## config.mk

```make
export PLATFORM = sky130hd
export DESIGN_NAME = cyc_irq_timer
export DESIGN_NICKNAME = d
export VERILOG_FILES = /design/src/rtl/cyc_irq_timer.sv
export SDC_FILE = /design/constraint.sdc
export NUM_CORES = 1
export LEC_CHECK = 0
export BUFFER_PORTS_ARGS = -buffer_cell sky130_fd_sc_hd__buf_2
export CORE_MARGIN = 2
export CORE_UTILIZATION = 53
export CTS_CLUSTER_DIAMETER = 50
export DETAILED_ROUTE_END_ITERATION = 8
export PLACE_DENSITY = 0.78
export REMOVE_ABC_BUFFERS = 1
export SYNTH_ARGS = -nofsm -noshare
export SYNTH_HDL_FRONTEND = slang
export SYNTH_SLANG_ARGS = --single-unit
export TNS_END_PERCENT = 100
```

## constraint.sdc

```tcl
create_clock -name clk -period 2.15 [get_ports clk]
set_input_delay 0.43 -clock clk [delete_from_list [all_inputs] [get_ports clk]]
set_output_delay 0.43 -clock clk [all_outputs]
set_load 0.02 [all_outputs]
```

## src/rtl/cyc_irq_timer.sv

```systemverilog
module cyc_irq_timer #(
  parameter int          PRESCALE = 114,
  parameter int          CNT_W    = 8,
  parameter logic [15:0] DEC_MASK = 16'hF00C,
  parameter logic [15:0] A_LO     = 16'hF000,
  parameter logic [15:0] A_HI     = 16'hF004,
  parameter logic [15:0] A_CTL    = 16'hF008
) (
  input  logic        clk,
  input  logic        rst_n,
  input  logic        cpu_we,
  input  logic [15:0] cpu_addr,
  input  logic [7:0]  cpu_data,
  input  logic        cyc_tick,
  output logic        irq
);
  localparam int PRE_W = $clog2(PRESCALE);
  localparam int NIB   = CNT_W / 2;

  logic [PRE_W-1:0] pre;
  logic [CNT_W-1:0] cnt, latch;
  logic [1:0]       mode;

  wire [15:0] dec    = cpu_addr & DEC_MASK;
  wire        wr_lo  = cpu_we && dec == A_LO;
  wire        wr_hi  = cpu_we && dec == A_HI;
  wire        wr_ctl = cpu_we && dec == A_CTL;
  wire        run    = mode[1] && cyc_tick;
  wire        step   = run && pre == PRE_W'(PRESCALE - 1);
  wire        wrap   = step && cnt == {CNT_W{1'b1}};

  always_ff @(posedge clk) begin
    if (!rst_n) begin
      pre   <= '0;
      cnt   <= '0;
      latch <= '0;
      mode  <= '0;
      irq   <= 1'b0;
    end else begin
      if (wr_lo) latch[NIB-1:0]     <= cpu_data[NIB-1:0];
      if (wr_hi) latch[CNT_W-1:NIB] <= cpu_data[NIB-1:0];
      if (wr_ctl) begin
        mode <= cpu_data[1:0];
        irq  <= 1'b0;
        if (cpu_data[1]) begin
          cnt <= latch;
          pre <= '0;
        end
      end else if (run) begin
        pre <= step ? '0 : pre + 1'b1;
        if (wrap) begin
          cnt  <= latch;
          irq  <= 1'b1;
          mode <= {2{mode[0]}};
        end else if (step) begin
          cnt <= cnt + 1'b1;
        end
      end
    end
  end

  a_r1_pre_range: assert property (@(posedge clk) disable iff (!rst_n)
    pre < PRE_W'(PRESCALE));
  a_r2_ack: assert property (@(posedge clk) disable iff (!rst_n)
    wr_ctl |=> !irq);
  a_r3_arm: assert property (@(posedge clk) disable iff (!rst_n)
    wr_ctl && cpu_data[1] |=> pre == '0 && cnt == $past(latch));
  a_r4_hold: assert property (@(posedge clk) disable iff (!rst_n)
    !run && !wr_ctl |=> $stable(cnt) && $stable(pre));
  a_r5_fire_at_top: assert property (@(posedge clk) disable iff (!rst_n)
    $rose(irq) |-> $past(cnt) == {CNT_W{1'b1}} && cnt == $past(latch));
  a_r6_mode_after: assert property (@(posedge clk) disable iff (!rst_n)
    $rose(irq) |-> mode == {2{$past(mode[0])}});
  a_r8_level: assert property (@(posedge clk) disable iff (!rst_n)
    irq && !wr_ctl |=> irq);
endmodule

```

==> results.md <==
- Leakage: 0.5508 nW
- Final setup fails: 0
- Post-synthesis cell count: 164
- Antenna viol nets, final: 0
- CP required: 2.36 ns
- Final hold slack: 0.3704 ns
- DRC Markers: 0
- Flops & latches, synth: 26
- Hold Path Stages: 3
- Std-Cell Core Area: 2455 sq um
- Longest Clk Path Bufs: 2
- Critical path fanouts, max: 9
- WL final: 3184 microns
- Worst Reg-to-Reg Cells: 6
- Initial core utilization: 55.40%
- Setup repair after global routing missed its margin: no
- NumNets Final: 215
- Clock latency on the worst-skew pair: 0.31 ns
- Crit path arrival time: 2.16 ns
- Maximum VDD drop: 0.3247 mV
- Synth Area per Inst: 8.293 sq um
- Tcrit/Tclk final: 90.52%
- Top_reg_cell synth: dfxtp_1
- Hpwl dp: 2406 microns
- Critical path type: flip-flop to flip-flop
- Pre-antenna DRT Iters: 4
- Vias in the first global route: 1159
- Tmin final: 1.946 ns
- Congestion Overflow GR: 0
- Synthesized area: 1360 sq um
- H-Tree Depth: 1
- Worst setup EP type: flip-flop
- Diode count: 0
- Per-cell routed wire length: 15.02 microns
- Vias per cell: 6.137
- Layout area overhead: 11.22%
- Worst Tran Pin Value: 0.6277 ns
- Die Wd: 54.66 microns
- Share of post-route cells with drive strength above 1: 18.68%
- Sink Count: 26
- Yosys Warn Count: 0
- Core Rows: 18
- Setup ws final: 0.2038 ns
- Sum Neg Setup Slack: 0 ns
- Height of the die: 54.66 microns
- Max_cap viols: 0
- Gr usage total: 24.22%
- Max Freq: 513.8 MHz
- Top-Level Pins: 29
- Number of flops mapped to enable cells by yosys: 0
- Pins Over Slew Limit: 0
- Pwr per Cell Area: 479.4 nW/um^2
- Unique masters post-synth: 44
- Port bufs: 14
- Initial antenna violation count: 0
- Post-CTS Hold Buffers: 0
- DRT iter0 DRCs: 28
- Final Hold Vio Count: 0
- TritonCTS clock tree: yes
- Dpl ws: 0.08469 ns
- Status: finished clean
- Register area share after synthesis: 38.27%
- Clock Skew: 0.002220 ns
- Largest net degree at the start of global routing: 21
- Die area: 2987 sq um
- First-pass GRT wire length: 5285 microns
- Hold Path Class: primary input to flip-flop
- Synth async-reset ratio: 0%
- Commonest non-fill, non-tap cell in the layout: dfxtp_1
- GP Congestion: 0.8568
- CTS root buffer: clkbuf_4
- Worst Setup Start Kind: flip-flop
- Most frequent cells in the layout: dfxtp_1 (26), nand2_1 (20), a21oi_1 (16), nand3_1 (14), buf_2 (14)
- Rel. slew slack: 58.11%
- Via count: 1301
- Num CTS Buffers: 3
- Clk slew on worst S/H paths: 0.13 ns
[layout make-up]
cell class / count / area [sq um]
Tap cell: 30 / 37.54
Clock buffer: 3 / 22.52
Fill cell: 223 / 942.2
Timing Repair Buffer: 19 / 107.6
Inverter: 3 / 11.26
Multi-Input combinational cell: 131 / 813.3
Sequential cell: 26 / 520.5
[per-layer routing]
layer  track usage, %  share of wire [%]  vias to the layer above
li1                 -                  -                      652
met1            34.17                 47                      597
met2            38.29                 47                       48
met3            3.279                5.5                        4
met4            6.667               0.94                        0
met5                0                  0                        -
[power by group]
| group | leakage, nW | total, mW | internal, mW | switching, mW |
|---|---|---|---|---|
| Clock | 0.0138 | 0.198 | 0.0654 | 0.133 |
| Sequential | 0.209 | 0.487 | 0.484 | 0.00253 |
| Combinational | 0.328 | 0.0403 | 0.0160 | 0.0243 |
[state kept, by name, indices dropped and copies added (netlist names)]
name   cells
cnt        8
mode       2
pre        7
latch      8
irq        1
[logic make-up (layout without fill, tap and decap cells)]
kind of cell             count (synthesis)  in the layout  synth area share (%)
flip-flops                              26             26                 38.27
AND/OR/NAND/NOR                         76             76                 29.35
adder cells (fa/ha/maj)                  3              3                 2.760
multiplexers                             8              8                 6.072
buffers and inverters                    7             25                 2.116
AO/OA/AOI/OAI                           44             44                 21.44
[stage by stage]
step                      area [sq um]  total power, mW  utilization [%]  std cells
after global placement            1488           0.5357            60.60        209
after floorplan                   1343           0.5130                -        160
after CTS                         1510           0.7307            61.52        212
after detailed placement          1488           0.5369            60.60        209
after global routing              1513           0.7508            61.62        212
final                             1513           0.7253            61.62        212
[critical path, stage by stage (launching register included)]
cell and delay, ns:
dfxtp_1 0.44, ha_1 0.21, and4_1 0.29, and4bb_2 0.39, or2_4 0.21, o21ai_1 0.07
o221a_2 0.24
[worst paths after layout]
path,slack [ns],from,to
worst max-delay path,0.20,cnt[0],cnt[4]
worst max register to register,0.20,cnt[0],cnt[4]
worst min register to register,0.47,mode[0],mode[0]
worst min-delay path,0.37,cpu_data[3],latch[3]
[cells in the mapped netlist (3+ instances only)]
master | number | area share [%]
nand3_1 | 14 | 5.2
and3_1 | 4 | 1.8
and2_1 | 3 | 1.4
o21ai_0 | 7 | 2.6
nand2_1 | 20 | 5.5
dfxtp_1 | 26 | 38
nor2_1 | 13 | 3.6
ha_1 | 3 | 2.8
mux2i_1 | 6 | 4.4
inv_1 | 3 | 0.83
nor3_1 | 7 | 2.6
a21oi_1 | 16 | 5.9
[what timing repair did]
item                                    CTS  global route
gates resized for setup                   0             2
setup buffers                             0             0
endpoints found under the setup margin    0             2
hold endpoints to repair                  0             0
(Power assumes the default switching activity.)
